[config.mk]
export PLATFORM = sky130hd
export DESIGN_NAME = cfgflash_reader
export DESIGN_NICKNAME = d
export VERILOG_FILES = /design/src/rtl/cfgflash_reader.sv
export SDC_FILE = /design/constraint.sdc
export NUM_CORES = 1
export LEC_CHECK = 0
export BUFFER_PORTS_ARGS = -buffer_cell sky130_fd_sc_hd__buf_2
export CAP_MARGIN = 20
export CORE_AREA = 2 2 153 155
export DETAILED_ROUTE_END_ITERATION = 10
export DIE_AREA = 0 0 155 157
export PLACE_DENSITY = 0.44
export SYNTH_ARGS = -nofsm -noshare
export SYNTH_HDL_FRONTEND = slang
export SYNTH_SLANG_ARGS = --single-unit
[constraint.sdc]
create_clock -name clk -period 3.4 [get_ports clk]
set_input_delay 0.51 -clock clk [delete_from_list [all_inputs] [get_ports clk]]
set_output_delay 0.51 -clock clk [all_outputs]
set_load 0.02 [all_outputs]
[src/rtl/cfgflash_reader.sv]
module cfgflash_reader #(
  parameter int AW   = 12,
  parameter int BASE = 'h300,
  parameter int DIV  = 4
) (
  input  logic          clk,
  input  logic          rst_n,
  input  logic          reg_sel,
  input  logic          reg_we,
  input  logic [AW-1:0] reg_addr,
  input  logic [31:0]   reg_wdata,
  output logic [31:0]   reg_rdata,
  output logic          fl_sck,
  output logic          fl_cs_n,
  output logic          fl_mosi,
  input  logic          fl_miso
);
  localparam int PW   = (DIV > 2) ? $clog2(DIV) : 1;
  localparam int HALF = DIV / 2;
  localparam logic [AW-1:0] A_ADR = AW'(BASE);
  localparam logic [AW-1:0] A_LEN = AW'(BASE + 'h4);
  localparam logic [AW-1:0] A_CTL = AW'(BASE + 'h8);
  localparam logic [AW-1:0] A_STS = AW'(BASE + 'hC);
  localparam logic [AW-1:0] A_WIN = AW'(BASE + 'h100);
  localparam logic [AW-1:0] A_RIN = AW'(BASE + 'h200);

  logic [23:0]   addr_q;
  logic [1:0]    len_q, run_len_q;
  logic [31:0]   wbuf_q, rbuf_q, sh_q;
  logic          busy_q;
  logic [PW-1:0] ph_q;
  logic [6:0]    bit_q;

  logic       wr, go, tick, samp, last;
  logic [4:0] pos;

  assign wr   = reg_sel && reg_we;
  assign go   = wr && (reg_addr == A_CTL) && reg_wdata[0] && !busy_q;
  assign tick = ph_q == PW'(DIV - 1);
  assign samp = ph_q == PW'(HALF);
  assign last = bit_q == (7'd39 + {2'b00, run_len_q, 3'b000});
  assign pos  = {bit_q[4:3], ~bit_q[2:0]};

  assign fl_cs_n = ~busy_q;
  assign fl_sck  = busy_q && (ph_q >= PW'(HALF));
  assign fl_mosi = busy_q && sh_q[31];

  always_ff @(posedge clk or negedge rst_n) begin
    if (!rst_n) begin
      addr_q    <= '0;
      len_q     <= '0;
      run_len_q <= '0;
      wbuf_q    <= '0;
      rbuf_q    <= '0;
      sh_q      <= '0;
      busy_q    <= 1'b0;
      ph_q      <= '0;
      bit_q     <= '0;
    end else begin
      if (wr && reg_addr == A_ADR) addr_q <= reg_wdata[23:0];
      if (wr && reg_addr == A_LEN) len_q  <= reg_wdata[1:0];
      if (wr && reg_addr == A_WIN) wbuf_q <= reg_wdata;
      if (go) begin
        busy_q    <= 1'b1;
        ph_q      <= '0;
        bit_q     <= '0;
        sh_q      <= {8'h03, addr_q};
        rbuf_q    <= '0;
        run_len_q <= len_q;
      end else if (busy_q) begin
        ph_q <= tick ? '0 : ph_q + 1'b1;
        if (samp && bit_q >= 7'd32) rbuf_q[pos] <= fl_miso;
        if (tick) begin
          sh_q  <= {sh_q[30:0], 1'b0};
          bit_q <= bit_q + 7'd1;
          if (last) busy_q <= 1'b0;
        end
      end
    end
  end

  always_comb begin
    reg_rdata = '0;
    if (reg_sel && !reg_we) begin
      case (reg_addr)
        A_ADR:   reg_rdata = {8'h00, addr_q};
        A_LEN:   reg_rdata = {30'd0, len_q};
        A_STS:   reg_rdata = {31'd0, busy_q};
        A_WIN:   reg_rdata = wbuf_q;
        A_RIN:   reg_rdata = rbuf_q;
        default: reg_rdata = '0;
      endcase
    end
  end
endmodule

==> flow_metrics.py <==
metrics = {
    "die": {
        "core-area_sq_um": 22500,
        "top_level_ports": 84,
        "std_cell_rows": 55,
        "die-height_um": 157,
        "die_w_um": 155,
        "die-area_sq_um": 24300,
        "floorplan.initialDensity_pct": 29.7,
    },
    "synthesis": {
        "number_of_warnings_printed_during_yosys_synthesis": 0,
        "postSynthCellCount": 618,
        "synth.avg_cell_area_sq_um": 10.8,
        "synth.top_cells.by_area": "sky130_fd_sc_hd__dfrtp_1, sky130_fd_sc_hd__mux2_2, sky130_fd_sc_hd__nand2_1, sky130_fd_sc_hd__mux2_1, sky130_fd_sc_hd__nor2_1",
        "count_of_cell_types_in_the_netlist": 47,
        "synth.yosys.seq_area_share_pct": 50.1,
        "synth_commonest_cells": "sky130_fd_sc_hd__dfrtp_1, sky130_fd_sc_hd__nand2_1, sky130_fd_sc_hd__mux2_2",
        "synth_ff_type": "sky130_fd_sc_hd__dfrtp_1",
        "post-synth-top-area-fraction_pct": 50.1,
        "number_of_flops_mapped_to_enable_cells_by_yosys": 0,
        "synth_largest_area_cell": "sky130_fd_sc_hd__dfrtp_1",
        "syn_nets": 673,
        "synth-seq-cells": 134,
        "ys_async_sr_fraction_pct": 100,
        "synthesis.area_sq_um": 6690,
        "yosysMostFrequentCell": "sky130_fd_sc_hd__dfrtp_1",
    },
    "cts": {
        "postCtsSetupRepairBufs": 0,
        "clockBufferDepth": 2,
        "ctsHoldBuffers": 0,
        "cts_inserted_buffers": 17,
        "cts.clk_slew.worst_paths_ns": 0.06,
        "clock_network_latency_to_the_later_pin_of_the_worst_skew_pair_ns": 0.42,
        "cts_tree": "built",
        "postCtsResizedCells": 0,
        "ctsHtreeMaxLevel": 4,
        "clk_root_buffer_cell": "sky130_fd_sc_hd__clkbuf_16",
        "clock_sink_total": 134,
    },
    "timing": {
        "finalHoldViolations": 0,
        "timing.slew.headroom_pct": 40.2,
        "finClkSkew_ns": 0.0104,
        "maxSlewViolCount": 0,
        "tightestPinTransition_ns": 0.895,
        "finalCritPeriodShare_pct": 91.8,
        "tns_ns": 0,
        "setup_viol": 0,
        "fmax_mhz": 320,
        "fin_crit_ns": 3.12,
        "grt_setup_unrepaired": "false",
    },
    "final_layout": {
        "num-nets-final": 748,
        "antenna-diode-count": 0,
        "fin_util_pct": 35.5,
        "final.fill_count": 2234,
        "area_added_between_synthesis_and_finish_pct": 19.4,
        "post_route_cells_drive_above_1_share_pct": 28.9,
    },
    "critical_path": {
        "setup.worst_path.class": "input pin to primary output",
        "crit_arrival_ns": 2.61,
        "most_repeated_library_cell_on_the_critical_path": "sky130_fd_sc_hd__buf_2",
        "worstPathCellList": "buf_2, or4b_2, a221oi_1, nand3_1, buf_4, nor2_1, buf_2",
        "timing.critical_path.from_type": "input pin",
        "worst-path-max-fanout": 22,
        "crit_path_end_kind": "primary output",
        "crit_path_top_delay_cell": "sky130_fd_sc_hd__or4b_2",
        "critical_path.max_stage_delay_ns": 0.67,
        "critical_path_required_ns": 2.89,
        "crit_buf_inv": 3,
        "worst_path_dominant_cell_family": "simple AND/OR/NAND/NOR gates",
    },
    "global_routing": {
        "largest_net_degree_at_the_start_of_global_routing": 82,
        "grt_pass1_wl_um": 29300,
        "grt_antenna_before_repair": 0,
        "first_global_vias": 5110,
        "overflow": 0,
        "grt.total_usage_pct": 15.5,
    },
    "detailed_routing": {
        "maxUsedRoutingLayer": "met4",
        "drcViolationCount": 0,
        "num_vias": 5032,
        "met3_length_um": 843,
        "wirelength_um": 17800,
        "drtPass1Iterations": 4,
        "avgViaCountPerCell": 5.08,
        "routed_wire_length_per_instance_um": 18.0,
        "antenna_violating_nets_post_route": 0,
        "wirelength_met1_um": 8750,
        "drt_first_iter_violations": 364,
        "wl_met2_um": 8000,
    },
    "power_and_ir_drop": {
        "internal_power_uw": 2780,
        "p_leak_uw": 0.00364,
        "power.share.clock_pct": 50.8,
        "max-vdd-ir-drop_uv": 312,
        "part_of_the_total_power_dissipated_in_sequential_elements_pct": 45.0,
        "power_density_nw_per_um2": 448,
        "share_of_total_power_in_combinational_logic_pct": 4.2,
        "switchingPower_uw": 799,
        "p_sw_share_pct": 22.3,
    },
    "placed_design": {
        "gp_routability_congestion": 0.811,
        "portbufs": 83,
        "place_hpwl_um": 11800,
    },
    "job": {
        "max_cap_viol_count": 0,
    },
    "status": {
        "status": "finished, final reports clean",
    },
    "hold_path": {
        "min_path_type": "input pin to async pin",
    },
}
[worst register-to-register path, stage by stage (launching register included)]
cell and delay, ns:
sky130_fd_sc_hd__dfrtp_1 0.65, sky130_fd_sc_hd__nor4b_1 0.40, sky130_fd_sc_hd__buf_4 0.23, sky130_fd_sc_hd__and2_2 0.33, sky130_fd_sc_hd__buf_4 0.32, sky130_fd_sc_hd__a221o_1 0.21
[cell type report]
class / count / area [sq um] / share of cell area [%]
flip-flops and latches: 134 / 3350 / 42.0
clock buffers: 21 / 460 / 5.77
clock inverters: 11 / 126 / 1.58
well taps: 285 / 357 / 4.46
repair buffers: 101 / 594 / 7.44
multi-input cells: 433 / 3070 / 38.5
inverters: 6 / 22.5 / 0.282
[flip-flops by register name, summed over array words and instances (netlist names)]
register	count
wbuf_q	32
len_q	2
run_len_q	2
busy_q	1
sh_q	32
bit_q	7
ph_q	2
addr_q	24
rbuf_q	32
[cells in the final DEF, fill, tap and decap left out, types with 22 or more instances in the layout]
cell type,count
sky130_fd_sc_hd__a21oi_1,31
sky130_fd_sc_hd__a221o_1,22
sky130_fd_sc_hd__a22oi_1,23
sky130_fd_sc_hd__and3_1,23
sky130_fd_sc_hd__buf_2,82
sky130_fd_sc_hd__dfrtp_1,134
sky130_fd_sc_hd__mux2_2,63
sky130_fd_sc_hd__nand2_1,67
sky130_fd_sc_hd__nor2_1,62
sky130_fd_sc_hd__o21ai_0,26
[cells by family (layout without fill, tap and decap cells)]
kind of cell	Yosys count	after routing	synth area share (%)
xor gates and xnor gates	8	8	1.05
DFF	134	134	50.1
AOI/OAI and AO/OA	118	118	12.3
buffers and inverters	51	139	4.00
muxes	99	99	16.4
and+or+nand+nor	202	202	15.0
adders and majority gates	6	6	1.12
[final timing paths]
| kind | start | to | slack, ns | depth (start not counted) |
|---|---|---|---|---|
| max in group asynchronous | rst_n | sh_q[2] | 2.49 | 2 |
| min in group clk | reg_wdata[7] | addr_q[7] | 0.32 | 2 |
| hold reg to reg | sh_q[27] | sh_q[28] | 0.49 | 2 |
| hold / removal | rst_n | wbuf_q[25] | 0.15 | 1 |
| setup / recovery | reg_we | reg_rdata[20] | 0.28 | 7 |
| setup reg to reg | busy_q | sh_q[15] | 1.21 | 5 |
[per-layer routing]
metal	global-route usage, %	vias up
li1	-	2391
met2	23.2	109
met4	5.16	0
met5	0	-
met3	3.22	16
met1	22.2	2516
[stage by stage]
stage	area [sq um]	total power, uW	cells	worst slack [ns]	hold WS [ns]
final	7990	3580	991	0.278	0.147
after global routing	7990	3720	991	0.136	0.203
after CTS	7990	3630	991	0.304	0.175
after detailed placement	7400	1790	959	0.305	0.474
after global placement	7400	1790	959	0.306	0.467
after floorplan	6690	1700	618	0.646	0.214
[power by group through the flow]
stage          Combinational (uW)  Clock, uW  Sequential, uW
2_1_floorplan                65.1          0            1640
3_3_place_gp                  151          0            1640
3_5_place_dp                  154          0            1640
4_1_cts                       155       1870            1610
5_1_grt                       169       1940            1610
6_report                      151       1820            1610
Power figures use the tool's default switching activity.
